===== config.mk =====
export PLATFORM = sky130hd
export DESIGN_NAME = dep_token_sync
export DESIGN_NICKNAME = d
export VERILOG_FILES = /design/src/rtl/dep_sync_pkg.sv /design/src/rtl/dep_token_queue.sv /design/src/rtl/dep_stage_ctrl.sv /design/src/rtl/dep_token_sync.sv
export SDC_FILE = /design/constraint.sdc
export NUM_CORES = 1
export LEC_CHECK = 0
export BUFFER_PORTS_ARGS = -buffer_cell sky130_fd_sc_hd__buf_2
export CORE_MARGIN = 3
export CORE_UTILIZATION = 57
export CTS_CLUSTER_DIAMETER = 200
export DETAILED_ROUTE_END_ITERATION = 6
export GPL_ROUTABILITY_DRIVEN = 0
export PLACE_DENSITY = 0.85
export SLEW_MARGIN = 10
export SYNTH_ARGS = -nofsm -noshare
export SYNTH_HDL_FRONTEND = slang
export SYNTH_HIERARCHICAL = 1
export SYNTH_SLANG_ARGS = --single-unit

===== constraint.sdc =====
create_clock -name clk -period 3.83 [get_ports clk]
set_clock_uncertainty 0.2 [all_clocks]
set_input_delay 0.766 -clock clk [delete_from_list [all_inputs] [get_ports clk]]
set_output_delay 0.766 -clock clk [all_outputs]
set_load 0.02 [all_outputs]

===== src/rtl/dep_sync_pkg.sv =====
package dep_sync_pkg;

    localparam int NUM_STAGES = 3;
    localparam int NUM_QUEUES = 4;
    localparam int FLAG_W     = 4;

    // stage indices
    localparam int STG_LOAD  = 0;
    localparam int STG_COMP  = 1;
    localparam int STG_STORE = 2;

    // queue indices
    localparam int Q_L2C = 0;
    localparam int Q_C2L = 1;
    localparam int Q_C2S = 2;
    localparam int Q_S2C = 3;

    typedef struct packed {
        logic take_prev;   // bit 3
        logic take_next;   // bit 2
        logic give_prev;   // bit 1
        logic give_next;   // bit 0
    } dep_flags_t;

    typedef logic [NUM_QUEUES-1:0] qmask_t;

    typedef enum logic {
        ST_IDLE = 1'b0,
        ST_BUSY = 1'b1
    } stage_state_e;

    // Counters an instruction of a given stage must pop before starting.
    function automatic qmask_t take_mask(int stg, dep_flags_t f);
        qmask_t m = '0;
        case (stg)
            STG_LOAD: m[Q_C2L] = f.take_next;
            STG_COMP: begin
                m[Q_L2C] = f.take_prev;
                m[Q_S2C] = f.take_next;
            end
            STG_STORE: m[Q_C2S] = f.take_prev;
            default: m = '0;
        endcase
        return m;
    endfunction

    // Counters an instruction of a given stage pushes on completion.
    function automatic qmask_t give_mask(int stg, dep_flags_t f);
        qmask_t m = '0;
        case (stg)
            STG_LOAD: m[Q_L2C] = f.give_next;
            STG_COMP: begin
                m[Q_C2L] = f.give_prev;
                m[Q_C2S] = f.give_next;
            end
            STG_STORE: m[Q_S2C] = f.give_prev;
            default: m = '0;
        endcase
        return m;
    endfunction

endpackage


===== src/rtl/dep_token_queue.sv =====
module dep_token_queue #(
    parameter int DEPTH = 8
) (
    input  logic clk,
    input  logic rst,
    input  logic push,
    input  logic pop,
    output logic empty,
    output logic full
);
    localparam int CW = $clog2(DEPTH + 1);
    localparam logic [CW-1:0] TOP = CW'(DEPTH);

    logic [CW-1:0] count;

    always_ff @(posedge clk) begin
        if (rst) begin
            count <= '0;
        end else begin
            case ({push, pop})
                2'b10:   if (count != TOP) count <= count + 1'b1;
                2'b01:   if (count != '0)  count <= count - 1'b1;
                default: count <= count;
            endcase
        end
    end

    assign empty = (count == '0);
    assign full  = (count == TOP);


    no_overflow_chk: assert property (@(posedge clk) disable iff (rst)
        (push && !pop) |-> !full);


    no_underflow_chk: assert property (@(posedge clk) disable iff (rst)
        pop |-> !empty);


    pair_hold_chk: assert property (@(posedge clk) disable iff (rst)
        (push && pop) |=> (count == $past(count)));


    bound_chk: assert property (@(posedge clk) disable iff (rst)
        count <= TOP);

endmodule


===== src/rtl/dep_stage_ctrl.sv =====
module dep_stage_ctrl
    import dep_sync_pkg::*;
#(
    parameter int STAGE = 0
) (
    input  logic       clk,
    input  logic       rst,
    input  logic       issue_valid,
    input  dep_flags_t issue_flags,
    input  logic       done,
    input  qmask_t     q_empty,
    input  qmask_t     q_full,
    output logic       start,
    output logic       done_ack,
    output qmask_t     pop_req,
    output qmask_t     push_req
);
    stage_state_e state;
    qmask_t       give_lat;
    qmask_t       need;

    assign need     = take_mask(STAGE, issue_flags);
    assign start    = (state == ST_IDLE) && issue_valid && ((need & q_empty) == '0);
    assign pop_req  = start ? need : '0;
    assign done_ack = (state == ST_BUSY) && done && ((give_lat & q_full) == '0);
    assign push_req = done_ack ? give_lat : '0;

    always_ff @(posedge clk) begin
        if (rst) begin
            state    <= ST_IDLE;
            give_lat <= '0;
        end else begin
            case (state)
                ST_IDLE: if (start) begin
                    state    <= ST_BUSY;
                    give_lat <= give_mask(STAGE, issue_flags);
                end
                ST_BUSY: if (done_ack) begin
                    state    <= ST_IDLE;
                    give_lat <= '0;
                end
                default: state <= ST_IDLE;
            endcase
        end
    end


    busy_no_start_chk: assert property (@(posedge clk) disable iff (rst)
        (state == ST_BUSY) |-> !start);


    grant_busy_chk: assert property (@(posedge clk) disable iff (rst)
        start |=> (state == ST_BUSY));


    single_ack_chk: assert property (@(posedge clk) disable iff (rst)
        done_ack |=> !done_ack);

endmodule


===== src/rtl/dep_token_sync.sv =====
module dep_token_sync
    import dep_sync_pkg::*;
#(
    parameter int QDEPTH = 8
) (
    input  logic                         clk,
    input  logic                         rst,
    input  logic [NUM_STAGES-1:0]        issue_valid,
    input  logic [NUM_STAGES*FLAG_W-1:0] issue_flags,
    output logic [NUM_STAGES-1:0]        start,
    input  logic [NUM_STAGES-1:0]        done,
    output logic [NUM_STAGES-1:0]        done_ack
);
    qmask_t q_empty, q_full;
    qmask_t pop_req  [NUM_STAGES];
    qmask_t push_req [NUM_STAGES];
    qmask_t pop_any, push_any;

    for (genvar s = 0; s < NUM_STAGES; s++) begin : g_stage
        dep_stage_ctrl #(.STAGE(s)) i_ctrl (
            .clk         (clk),
            .rst         (rst),
            .issue_valid (issue_valid[s]),
            .issue_flags (dep_flags_t'(issue_flags[s*FLAG_W +: FLAG_W])),
            .done        (done[s]),
            .q_empty     (q_empty),
            .q_full      (q_full),
            .start       (start[s]),
            .done_ack    (done_ack[s]),
            .pop_req     (pop_req[s]),
            .push_req    (push_req[s])
        );
    end

    always_comb begin
        pop_any  = '0;
        push_any = '0;
        for (int s = 0; s < NUM_STAGES; s++) begin
            pop_any  |= pop_req[s];
            push_any |= push_req[s];
        end
    end

    for (genvar q = 0; q < NUM_QUEUES; q++) begin : g_queue
        dep_token_queue #(.DEPTH(QDEPTH)) i_queue (
            .clk   (clk),
            .rst   (rst),
            .push  (push_any[q]),
            .pop   (pop_any[q]),
            .empty (q_empty[q]),
            .full  (q_full[q])
        );
    end


    reset_idle_chk: assert property (@(posedge clk)
        $past(rst) |-> (done_ack == '0));

endmodule


==> summary.txt <==
Synth
  • Share of the synthesized area in the top cell type: 0.2696
  • Cell area after synthesis: 1708 um^2
  • Cell variety after synth: 36
  • Synthesized netlist cell count: 208
  • Fraction of the yosys area taken by sequential cells: 0.2696
  • Most area-hungry cell type in the Yosys netlist: dfxtp_1
  • Cell types with the largest area share after synthesis: dfxtp_1, buf_4, a21oi_1
  • Total number of yosys warnings: 6
  • Proportion of register bits with asynchronous set or reset after synthesis: 0
  • Synthesized flop and latch total: 23
  • Post-synth EDFFs: 0
  • Count leader, synth: nand2_1
  • List of most frequent post-synthesis cells: nand2_1, dfxtp_1, a21oi_1, buf_4, xnor2_1
  • Mean instance size in the synthesized netlist: 8.211 um^2
  • Flip-flop cell with the highest count after synthesis: dfxtp_1

Timing
  • Time the worst path needs with I/O delays and setup: 3.172 ns
  • Number of max-slew violations in the final report: 0
  • Final worst path period share: 0.8283
  • Count of final hold-check violations: 0
  • RSZ-0062 raised after global routing: no
  • Number of failing setup endpoints in the final timing report: 0
  • Setup TNS: 0 ns
  • Max Fclk: 0.3152 GHz

Detailed routing
  • Number of detailed-routing iterations run before antenna repair: 4
  • Number of routed nets with antenna violations: 0
  • DR vias/cell: 5.514
  • Detailed-route wire length: 3000 um
  • Iteration-0 DRC count of the detailed router: 60
  • Post-detailed-route DRC marker count: 0
  • WL/cell: 11.67 um
  • Via total after detailed routing: 1417

Global route
  • Largest net degree at the start of global routing: 30
  • Wire length of the first global-routing pass: 5292 um
  • GRT Resource Usage Total: 0.1864
  • Via count of the first global-routing pass: 1288
  • Number of antenna violations at the first check in global routing: 0
  • Remaining global-route overflow: 0

Clock network
  • Register clock-pin slew on the reported worst setup and hold paths: 0.13 ns
  • CTS buffer count: 3
  • Number of clock sinks seen by CTS: 23
  • Clock insertion delay at the later pin of the skew report: 0.31 ns
  • Post-CTS resize count: 0
  • Clock root buffer: clkbuf_4
  • Number of H-tree levels: 1
  • Clock buffer depth: 2
  • Clock tree from TritonCTS: yes
  • Post-CTS Repair Setup Buffers: 0
  • Quantity of hold-fixing buffers added after cts: 0

Worst setup path
  • Largest stage delay on the critical path: 0.47 ns
  • Kind of start point of the critical path: register
  • Buffers & Inverters on Critical Path: 1
  • Kind of critical path: reg2reg
  • Chain of cells forming the critical path: nor3_1, and2_2, a22oi_1, nand3_1, inv_1, and2_1, or3_1, nand2b_4, xnor2_1, ha_1, nor2_1, mux2_4, a21oi_1, a31o_1
  • WP data required: 3.89 ns
  • Peak fanout along the critical path: 6
  • Critical path endpoint category: register
  • Critical path arrival: 3.24 ns
  • Critical path's top delay family: simple AND/OR/NAND/NOR gates
  • Max stage delay cell, worst path: or3_1

Die
  • Row count: 19
  • Die width: 60.74 um
  • Number of top-level design ports: 26
  • Vertical die dimension: 60.74 um
  • Total core area: 2805 um^2
  • Overall die area: 3689 um^2
  • Starting utilization of the core area: 0.6088

Finish
  • Synthesis-to-finish area growth: 4.688%
  • Layout cells sized above 1: 0.2345
  • Final nets: 251
  • Final cell utilization of the core: 0.6374
  • Number of antenna cells inserted: 0

Power
  • Static leakage: 0.7734 nW
  • Worst supply voltage drop on vdd: 0.2081 mV
  • P per Cell Area: 310.2 nW/um^2

Job
  • Reported max-cap violation count: 0

Status
  • Status: completed

Placement
  • Post-detailed-placement half-perimeter wirelength: 2309 um
  • Count of buffers from port buffering: 21

Hold path
  • Path type of the worst min-delay path: reg2reg
[tightest hold or removal path, cell delays in order, from the launching register on]
cell	delay, ns
dfxtp_1	0.35
nand3_1	0.08
a21oi_1	0.06
[metrics by stage]
| stage | total power [mW] | std cells | setup slack (ns) | hold slack, ns | cell area [um^2] |
|---|---|---|---|---|---|
| 6_report | 0.5547 | 257 | 0.6576 | 0.3214 | 1788 |
| 3_3_place_gp | 0.4431 | 253 | 0.7730 | 0.2710 | 1760 |
| 2_1_floorplan | 0.4212 | 221 | 0.7912 | 0.2455 | 1757 |
| 4_1_cts | 0.5614 | 257 | 0.6853 | 0.3192 | 1788 |
| 5_1_grt | 0.5968 | 257 | 0.4618 | 0.3417 | 1788 |
| 3_5_place_dp | 0.4469 | 253 | 0.7234 | 0.2746 | 1760 |
[report_power, final]
| part | switching (mW) | internal [mW] | leakage, nW |
|---|---|---|---|
| clock network | 0.0731 | 0.0390 | 0.0177 |
| logic | 0.0852 | 0.0749 | 0.568 |
| registers | 0.0251 | 0.257 | 0.188 |
| total | 0.183 | 0.371 | 0.773 |
[layout make-up]
cell class / instances / area [um^2]
Fill cell: 258 / 1017
Timing Repair Buffer: 21 / 105.1
Inverter: 8 / 30.03
Multi-Input combinational cell: 170 / 1126
Sequential cell: 23 / 460.4
Clock inverter: 1 / 5.005
Clock buffer: 3 / 22.52
Tap cell: 31 / 38.79
[final timing paths]
kind / cells after the start / end / from / slack, ns
max: 14 / g_queue[2].i_queue/count[2] / g_queue[2].i_queue/count[0] / 0.66
min: 2 / g_stage[1].i_ctrl/give_lat[1] / g_stage[1].i_ctrl/give_lat[1] / 0.32
max reg2reg: 14 / g_queue[2].i_queue/count[2] / g_queue[2].i_queue/count[0] / 0.66
min reg2reg: 2 / g_stage[1].i_ctrl/give_lat[1] / g_stage[1].i_ctrl/give_lat[1] / 0.32
[cell families (layout without fill, tap and decap cells)]
group / Yosys count / count (layout) / synth area share
and+or+nand+nor: 86 / 86 / 0.3077
AOI/OAI and AO/OA: 48 / 48 / 0.1905
muxes: 4 / 4 / 0.03517
xor gates and xnor gates: 12 / 12 / 0.06154
DFF: 23 / 23 / 0.2696
adders and majority gates: 4 / 4 / 0.02931
buffers and inverters: 28 / 33 / 0.09964
other: 3 / 16 / 0.006593
[metal layers]
layer	wire length, um	GRT usage
met2	1450	0.3252
met5	0	0
met1	1384	0.2386
met3	124	0.03830
met4	42	0.03715
[registers in the layout, indices dropped and copies added (netlist names)]
register / count
g_queue.i_queue/count: 16
g_stage.i_ctrl/give_lat: 4
g_stage.i_ctrl/state: 3
[cells in the final DEF (no fill, tap or decap), types with 6 or more instances in the layout]
| master | netlist | routed |
|---|---|---|
| and2_2 | 8 | 8 |
| nor2_1 | 9 | 9 |
| inv_1 | 7 | 7 |
| a21oi_1 | 21 | 21 |
| or3_1 | 8 | 8 |
| conb_1 | 3 | 16 |
| buf_2 | 0 | 21 |
| xnor2_1 | 12 | 12 |
| dfxtp_1 | 23 | 23 |
| nand2_1 | 24 | 24 |
| nor3_1 | 6 | 6 |
No activity file was read; power rests on OpenSTA's default activity.
